`src/rtl/irq_steer_pkg.sv`:
```
package irq_steer_pkg;
  localparam int PIRQ_W  = 2;
  localparam int STEER_W = 8;

  typedef struct packed {
    logic               levelWe;
    logic [PIRQ_W-1:0]  levelIdx;
    logic               levelVal;
    logic               steerWe;
    logic [PIRQ_W-1:0]  steerIdx;
    logic [STEER_W-1:0] steerVal;
  } strobe_t;
endpackage

```
`src/rtl/irq_steer_ctrl.sv`:
```
module irq_steer_ctrl
  import irq_steer_pkg::*;
#(
  parameter int          FN_W      = 8,
  parameter int          SLOT_LSB  = 3,
  parameter int          ADDR_W    = 8,
  parameter logic [7:0]  BASE_ADDR = 8'h60
) (
  input  logic               clk,
  input  logic               rstN,
  input  logic               devValid,
  input  logic [FN_W-1:0]    devFn,
  input  logic [PIRQ_W-1:0]  devPin,
  input  logic               devLevel,
  input  logic               regWrEn,
  input  logic [ADDR_W-1:0]  regAddr,
  input  logic [STEER_W-1:0] regWrData,
  output strobe_t            strb
);
  localparam int SLOT_W = FN_W - SLOT_LSB;

  logic [SLOT_W-1:0] slotNum;
  logic [PIRQ_W-1:0] lineIdx;
  logic              addrHit;

  assign slotNum = devFn[FN_W-1:SLOT_LSB];
  // truncation to PIRQ_W bits performs the mod-4 wrap, slot 0 included
  assign lineIdx = devPin + slotNum[PIRQ_W-1:0] - PIRQ_W'(1);
  assign addrHit = (regAddr[ADDR_W-1:PIRQ_W] == BASE_ADDR[ADDR_W-1:PIRQ_W]);

  always_comb begin
    strb          = '0;
    strb.levelWe  = devValid;
    strb.levelIdx = lineIdx;
    strb.levelVal = devLevel;
    strb.steerWe  = regWrEn && addrHit;
    strb.steerIdx = regAddr[PIRQ_W-1:0];
    strb.steerVal = regWrData;
  end

  // a slot congruent to 1 leaves the pin unrotated
  a_r2_identity: assert property (@(posedge clk) disable iff (!rstN)
    (devValid && devFn[SLOT_LSB+1:SLOT_LSB] == 2'b01) |-> (strb.levelIdx == devPin));

  // writes outside the steering window never reach the registers
  a_r8_decode: assert property (@(posedge clk) disable iff (!rstN)
    (regWrEn && (regAddr < BASE_ADDR || regAddr > BASE_ADDR + 8'd3)) |-> !strb.steerWe);
endmodule

```
`src/rtl/irq_steer_dp.sv`:
```
module irq_steer_dp
  import irq_steer_pkg::*;
#(
  parameter int                 NUM_PIRQ    = 4,
  parameter int                 NUM_IRQ     = 16,
  parameter logic [STEER_W-1:0] STEER_RESET = 8'h80
) (
  input  logic               clk,
  input  logic               rstN,
  input  strobe_t            strb,
  output logic [NUM_IRQ-1:0] irqOut
);
  localparam int IRQ_W = $clog2(NUM_IRQ);

  logic [NUM_PIRQ-1:0] levelQ, levelNext;
  logic [STEER_W-1:0]  steerQ    [NUM_PIRQ];
  logic [STEER_W-1:0]  steerNext [NUM_PIRQ];
  logic [NUM_IRQ-1:0]  lineDecode [NUM_PIRQ];
  logic [NUM_IRQ-1:0]  irqNext, irqQ;

  always_comb begin
    levelNext = levelQ;
    if (strb.levelWe) levelNext[strb.levelIdx] = strb.levelVal;
  end

  for (genvar p = 0; p < NUM_PIRQ; p++) begin : g_line
    always_comb begin
      steerNext[p] = steerQ[p];
      if (strb.steerWe && strb.steerIdx == PIRQ_W'(p)) steerNext[p] = strb.steerVal;
      lineDecode[p] = '0;
      if (levelNext[p] && steerNext[p] < STEER_W'(NUM_IRQ))
        lineDecode[p][steerNext[p][IRQ_W-1:0]] = 1'b1;
    end

    always_ff @(posedge clk) begin
      if (!rstN) steerQ[p] <= STEER_RESET;
      else       steerQ[p] <= steerNext[p];
    end
  end

  always_comb begin
    irqNext = '0;
    for (int p = 0; p < NUM_PIRQ; p++) irqNext = irqNext | lineDecode[p];
  end

  always_ff @(posedge clk) begin
    if (!rstN) begin
      levelQ <= '0;
      irqQ   <= '0;
    end else begin
      levelQ <= levelNext;
      irqQ   <= irqNext;
    end
  end

  assign irqOut = irqQ;

  logic             hitOk;
  logic [IRQ_W-1:0] hitIrq;
  assign hitIrq = steerQ[strb.levelIdx][IRQ_W-1:0];
  assign hitOk  = strb.levelWe && strb.levelVal && !strb.steerWe &&
                  (steerQ[strb.levelIdx] < STEER_W'(NUM_IRQ));

  // with no event the output holds
  a_r7_hold: assert property (@(posedge clk) disable iff (!rstN)
    (!strb.levelWe && !strb.steerWe) |=> $stable(irqQ));

  // raising a routed line forces its input high on the next cycle
  a_r5_raise: assert property (@(posedge clk) disable iff (!rstN)
    hitOk |=> irqQ[$past(hitIrq)]);

  // four lines can light at most four inputs
  a_r4_bound: assert property (@(posedge clk) disable iff (!rstN)
    $countones(irqQ) <= NUM_PIRQ);
endmodule

```
`src/rtl/irq_steer_router.sv`:
```
module irq_steer_router
  import irq_steer_pkg::*;
#(
  parameter int NUM_IRQ = 16
) (
  input  logic               clk,
  input  logic               rstN,
  input  logic               devValid,
  input  logic [7:0]         devFn,
  input  logic [1:0]         devPin,
  input  logic               devLevel,
  input  logic               regWrEn,
  input  logic [7:0]         regAddr,
  input  logic [7:0]         regWrData,
  output logic [NUM_IRQ-1:0] legacyIrq
);
  strobe_t strb;

  irq_steer_ctrl #(
    .FN_W(8), .SLOT_LSB(3), .ADDR_W(8), .BASE_ADDR(8'h60)
  ) u_ctrl (
    .clk(clk), .rstN(rstN),
    .devValid(devValid), .devFn(devFn), .devPin(devPin), .devLevel(devLevel),
    .regWrEn(regWrEn), .regAddr(regAddr), .regWrData(regWrData),
    .strb(strb)
  );

  irq_steer_dp #(
    .NUM_PIRQ(4), .NUM_IRQ(NUM_IRQ), .STEER_RESET(8'h80)
  ) u_dp (
    .clk(clk), .rstN(rstN), .strb(strb), .irqOut(legacyIrq)
  );
endmodule

```
`config.mk`:
```
export PLATFORM = sky130hd
export DESIGN_NAME = irq_steer_router
export DESIGN_NICKNAME = d
export VERILOG_FILES = /design/src/rtl/irq_steer_pkg.sv /design/src/rtl/irq_steer_ctrl.sv /design/src/rtl/irq_steer_dp.sv /design/src/rtl/irq_steer_router.sv
export SDC_FILE = /design/constraint.sdc
export NUM_CORES = 1
export LEC_CHECK = 0
export BUFFER_PORTS_ARGS = -buffer_cell sky130_fd_sc_hd__clkbuf_2
export CAP_MARGIN = 0
export CORE_MARGIN = 2
export CORE_UTILIZATION = 50
export CTS_BUF_LIST = sky130_fd_sc_hd__clkbuf_2 sky130_fd_sc_hd__clkbuf_4 sky130_fd_sc_hd__clkbuf_8
export CTS_CLUSTER_DIAMETER = 200
export CTS_CLUSTER_SIZE = 30
export DETAILED_ROUTE_END_ITERATION = 10
export GPL_ROUTABILITY_DRIVEN = 0
export HOLD_SLACK_MARGIN = 0.02
export PLACE_DENSITY = 0.82
export RECOVER_POWER = 100
export SYNTH_ARGS = -nofsm -noshare
export SYNTH_HDL_FRONTEND = slang
export SYNTH_HIERARCHICAL = 1
export SYNTH_SLANG_ARGS = --single-unit
```
`constraint.sdc`:
```
create_clock -name clk -period 4.6 [get_ports clk]
set_input_delay 0.92 -clock clk [delete_from_list [all_inputs] [get_ports clk]]
set_output_delay 0.92 -clock clk [all_outputs]
set_load 0.01 [all_outputs]
```
# ---- Yosys cells after proc, flatten, opt, wreduce, memory -nomap -nowiden
# Memory sizes are Yosys's and may differ from the RTL's.
# Cells that the tools add are included.
dict set report word_totals {
  register_bits 20
  ramBits 32
  in_bits 31
  output_inout_bits 16
  elab_cells 71
  n_memories 1
}
dict set report op_classes {
  n_addsub 2
  magnitude_cmp 14
  n_eq_ne 4
  n_mux 26
  bitwise 7
  n_reduce_logical 15
}
# memory words word_bits rd rd_ports_with_merged_regs write_ports line_no
set memory_table {}
lappend memory_table {u_dp.steerQ 4 8 4 0 4 irq_steer_dp.sv:16} ;# logic [STEER_W-1:0] steerQ [NUM_PIRQ];
# cell count
set ops {}
lappend ops {{$mux W16} 4}
lappend ops {{$mux W8} 8}
lappend ops {{$or A16 B16 Y16} 3}
lappend ops {{$lt A8 B5 Y1 const B} 4}
lappend ops {{$lt A4 B5 Y1 const B} 4}
lappend ops {{$demux W1 S4} 4}
lappend ops {{$ge A4 B1 Y1 const B} 4}
lappend ops {{$logic_and A1 B1 Y1} 14}
lappend ops {{$mux W1} 7}
lappend ops {{$eq A6 B5 Y1 const B} 1}
lappend ops {{$bwmux W4} 1}
lappend ops {{$eq A2 B2 Y1 const B} 2}
lappend ops {{$mux W4} 1}
lappend ops {{$or A1 B1 Y1} 4}
lappend ops {{$lt A2 B3 Y1 const B} 1}
lappend ops {{$add A2 B2 Y2} 1}
lappend ops {{$demux W1 S2} 1}
lappend ops {{$eq A2 B1 Y1 const B} 1}
lappend ops {{$ge A2 B1 Y1 const B} 1}
lappend ops {{$logic_not A2 Y1} 1}
lappend ops {{$sub A2 B1 Y2 const B} 1}

# ---- Longest topological paths before layout
dict set report logic_depth {
  ltp_word 13
  mapped_depth 9
  mapped_depth_nobuf 9
}

# ---- Modules after synthesis
# Netlist, hierarchy kept.
# module n_inst cells_each area_per_inst_um2 seq_area_each_um2
set modules_own_cells {}
lappend modules_own_cells {irq_steer_dp 1 360 2771.4 1041.0}
lappend modules_own_cells {irq_steer_ctrl 1 20 152.6 0.0}

# ---- Worst setup path after synthesis
# OpenSTA, ideal clock, no wires.
dict set report synth_path {
  path_kind {input to register}
  start {input regAddr[7]}
  end {register u_dp.irqQ[12], in the netlist u_dp/irqOut[12]}
  setup_time_ns 0.122
  arrival_time_ns 2.644
  required_time_ns 4.478
  slack_ns 1.834
  stages 8
  n_path_buf 1
  path_cell_list {nand4b_1 > nor4_2 > or3b_1 > buf_2 > mux2_4 > o211ai_2 > nor2_1 > a221o_1}
}
# item line_no
set synth_rtl {}
lappend synth_rtl {{start: declaration} irq_steer_router.sv:13} ;# input logic [7:0] regAddr,
lappend synth_rtl {{end signal: assignment} irq_steer_dp.sv:52} ;# irqQ <= irqNext;
lappend synth_rtl {{end: declaration} irq_steer_dp.sv:19} ;# logic [NUM_IRQ-1:0] irqNext, irqQ;

==> flow_results.xml <==
<?xml version="1.0" encoding="UTF-8"?>
<metrics>
  <group name="clock_tree">
    <metric name="worst_skew_late_latency" unit="ns">0.30</metric>
    <metric name="clkSinkCount" unit="">52</metric>
    <metric name="clk_pin_slew_worst_paths" unit="ns">0.08</metric>
    <metric name="postCtsResizedCells" unit="">0</metric>
    <metric name="cts_hold_buf" unit="">0</metric>
    <metric name="h-tree-depth" unit="">2</metric>
    <metric name="clockRootBuffer" unit="">clkbuf_8</metric>
    <metric name="cts_buffers" unit="">5</metric>
    <metric name="cts_tree" unit="">done</metric>
    <metric name="post_cts_buffers" unit="">0</metric>
    <metric name="maximum_number_of_buffers_from_clock_root_to_sink" unit="">2</metric>
  </group>
  <group name="floorplan">
    <metric name="floorplan.rows" unit="">27</metric>
    <metric name="floorplan.core_area" unit="um^2">5570</metric>
    <metric name="die_y" unit="um">80.5</metric>
    <metric name="die_area" unit="um^2">6480</metric>
    <metric name="count_of_pins_on_the_block_boundary" unit="">47</metric>
    <metric name="initial_utilization" unit="%">52.5</metric>
    <metric name="fp.dieW" unit="um">80.5</metric>
  </group>
  <group name="detailed_routing">
    <metric name="dr.pass1.iters" unit="">7</metric>
    <metric name="first_iter_violations" unit="">475</metric>
    <metric name="postRouteWirelength" unit="um">8000</metric>
    <metric name="routed_wire_length_per_instance" unit="um">17.1</metric>
    <metric name="vias" unit="">3058</metric>
    <metric name="drt-vias-per-instance" unit="">6.52</metric>
    <metric name="postRouteAntennaNets" unit="">0</metric>
    <metric name="route.detailed.drc" unit="">0</metric>
  </group>
  <group name="sta">
    <metric name="timing.final.crit_share" unit="%">74.8</metric>
    <metric name="max_clock_freq" unit="MHz">291</metric>
    <metric name="tns" unit="ns">0</metric>
    <metric name="max_slew.worst_pin.slew" unit="ns">1.01</metric>
    <metric name="report.final.slew_viol_count" unit="">0</metric>
    <metric name="report.final.setup_viol" unit="">0</metric>
    <metric name="setup_repair_after_global_routing_missed_its_margin" unit="">false</metric>
    <metric name="hold_viol_final" unit="">0</metric>
    <metric name="final.min_clock_period" unit="ns">3.44</metric>
    <metric name="worst_clock_skew" unit="ns">0.00710</metric>
    <metric name="slew-limit-headroom" unit="%">32.8</metric>
  </group>
  <group name="synth">
    <metric name="synth_edf_count" unit="">0</metric>
    <metric name="netlist_instances" unit="">380</metric>
    <metric name="synthesis.area" unit="um^2">2920</metric>
    <metric name="mappedNetlistNets" unit="">412</metric>
    <metric name="synth_seq_cells" unit="">52</metric>
    <metric name="postSynth.asyncResetShare" unit="%">0</metric>
    <metric name="fraction_of_the_yosys_area_taken_by_sequential_cells" unit="%">35.6</metric>
    <metric name="synth-main-ff-cell" unit="">dfxtp_1</metric>
    <metric name="yosys.cell_types.count" unit="">50</metric>
    <metric name="synth_area_per_cell" unit="um^2">7.69</metric>
    <metric name="synth_warnings" unit="">6</metric>
  </group>
  <group name="cells_and_area">
    <metric name="final_layout_size_suffix_gt1_share" unit="%">10.1</metric>
    <metric name="area.growth.synth_to_final" unit="%">6.50</metric>
    <metric name="number_of_fill_cells" unit="">557</metric>
    <metric name="layout.cells.most_common" unit="">nand2_1</metric>
    <metric name="layout.nets" unit="">429</metric>
    <metric name="most_frequent_cells_in_the_layout" unit="">84 x nand2_1, 52 x dfxtp_1, 36 x a21oi_1, 23 x clkbuf_2, 20 x nand3_1</metric>
    <metric name="insertedDiodeCount" unit="">0</metric>
  </group>
  <group name="grt">
    <metric name="met1_usage" unit="%">31.0</metric>
    <metric name="grt_first_pass_wirelength" unit="um">12400</metric>
    <metric name="grt_overflow" unit="">0</metric>
    <metric name="busiest_layer" unit="">met2</metric>
    <metric name="grtUsageMet2" unit="%">40.3</metric>
    <metric name="grt_start_max_net_pins" unit="">33</metric>
    <metric name="globalRouteTotalUtil" unit="%">24.6</metric>
    <metric name="number_of_antenna_violations_at_the_first_check_in_global_routing" unit="">0</metric>
    <metric name="first_global_vias" unit="">2592</metric>
    <metric name="met3_routing_resource_usage_after_global_routing" unit="%">5.39</metric>
  </group>
  <group name="status">
    <metric name="run_status" unit="">finished clean</metric>
  </group>
  <group name="min_path">
    <metric name="hold_path.class" unit="">reg2reg</metric>
  </group>
  <group name="power_and_ir_drop">
    <metric name="irDropWorstVdd" unit="mV">0.167</metric>
    <metric name="power.total" unit="mW">0.786</metric>
    <metric name="p_leak" unit="nW">1.03</metric>
    <metric name="powerDensity" unit="nW/um^2">252</metric>
  </group>
  <group name="setup_path">
    <metric name="critical_path.endpoint_type" unit="">flop</metric>
    <metric name="cp.required" unit="ns">4.75</metric>
    <metric name="critPathMaxFanout" unit="">17</metric>
    <metric name="critical_path_at" unit="ns">3.59</metric>
    <metric name="critPathLaunchType" unit="">input pin</metric>
    <metric name="criticalPathCategory" unit="">in2reg</metric>
  </group>
  <group name="placed_design">
    <metric name="dp_hpwl" unit="um">5620</metric>
    <metric name="place.port_buffers" unit="">40</metric>
  </group>
  <group name="flow_run">
    <metric name="max_capacitance_violation_count" unit="">0</metric>
  </group>
</metrics>
## worst max-delay path: stages
cell       delay [ns]
clkbuf_2         0.07
nand4b_1         0.16
nor4_1           0.68
or3b_1           0.68
and4b_1          0.29
o21ai_0          0.48
a2bb2oi_1        0.22
o21ai_0          0.09
## cells in the mapped netlist (3+ instances only)
master | instances | area (um^2)
nor4_1 | 3 | 18.8
o22a_1 | 5 | 43.8
o221ai_1 | 8 | 70.1
a21oi_1 | 36 | 180
buf_4 | 12 | 90.1
inv_1 | 6 | 22.5
o21ai_1 | 5 | 25.0
nor2_1 | 14 | 52.6
nand2_1 | 84 | 315
o22ai_1 | 3 | 18.8
nor2b_1 | 4 | 25.0
o32ai_1 | 3 | 26.3
nand2b_1 | 4 | 25.0
a22oi_1 | 17 | 128
nor3b_1 | 5 | 37.5
and3_1 | 4 | 25.0
buf_2 | 10 | 50.1
dfxtp_1 | 52 | 1040
clkbuf_1 | 13 | 48.8
and2_1 | 3 | 18.8
nand3b_1 | 11 | 82.6
o21ai_0 | 7 | 35.0
o31ai_1 | 4 | 30.0
mux2i_1 | 4 | 40.0
nor3_1 | 7 | 35.0
nand3_1 | 20 | 100
## layout make-up
cell class              instances  area, um^2  area share (%)
multi-input cells             287        1650            53.0
flip-flops and latches         52        1040            33.4
clock buffers                   7        96.3            3.09
well taps                      72        90.1            2.89
inverters                       6        22.5           0.723
repair buffers                 45         213            6.83
## metal layers
metal / vias to the layer above / routed length, um / part of all wire, %
met1: 1372 / 3180 / 40
met5: - / 0 / 0
li1: 1401 / - / -
met2: 239 / 3590 / 45
met4: 0 / 312 / 3.9
met3: 46 / 920 / 11
## report_power, final
| group | total (mW) | switching [mW] | internal, mW |
|---|---|---|---|
| combinational | 0.0612 | 0.0424 | 0.0188 |
| sequential | 0.452 | 0.000694 | 0.452 |
| clock | 0.272 | 0.138 | 0.134 |
## metrics by stage
stage | cells | utilization (%) | hold slack, ns | worst slack, ns | cell area [um^2]
after global placement | 462 | 54.9 | 0.443 | 1.29 | 3060
after detailed placement | 462 | 54.9 | 0.449 | 1.24 | 3060
final | 469 | 55.9 | 0.460 | 1.16 | 3110
after CTS | 469 | 56.7 | 0.462 | 1.54 | 3160
after floorplan | 380 | - | 0.436 | 1.83 | 2920
after global routing | 469 | 55.9 | 0.487 | 0.862 | 3110
## path summary, 6_finish.rpt
check,startpoint,end,slack [ns],cells past startpoint
max reg2reg,u_dp/steerQ[1][2]$_SDFF_PN0_,u_dp/irqOut[9]$_SDFF_PN0_,2.57,5
min,u_dp/steerQ[0][5]$_SDFF_PN0_,u_dp/steerQ[0][5]$_SDFF_PN0_,0.46,2
min reg2reg,u_dp/steerQ[0][5]$_SDFF_PN0_,u_dp/steerQ[0][5]$_SDFF_PN0_,0.46,2
max,regAddr[7],u_dp/irqOut[1]$_SDFF_PN0_,1.16,8
## logic make-up (layout without fill, tap and decap cells)
logic type,count (synthesis),count (layout),share of synthesized area (%)
xor+xnor,2,2,0.599
fa+ha+maj,1,1,0.428
buf+inv,41,58,7.23
simple gates,173,173,29.5
flops,52,52,35.6
compound gates,104,104,24.0
mux,7,7,2.65
## sequential cells by signal (all words and copies together), names as in the netlist
name,cells
u_dp/steerQ,32
u_dp/irqOut,16
u_dp/levelQ,4
Note: power is estimated with default switching activity, not from simulation.
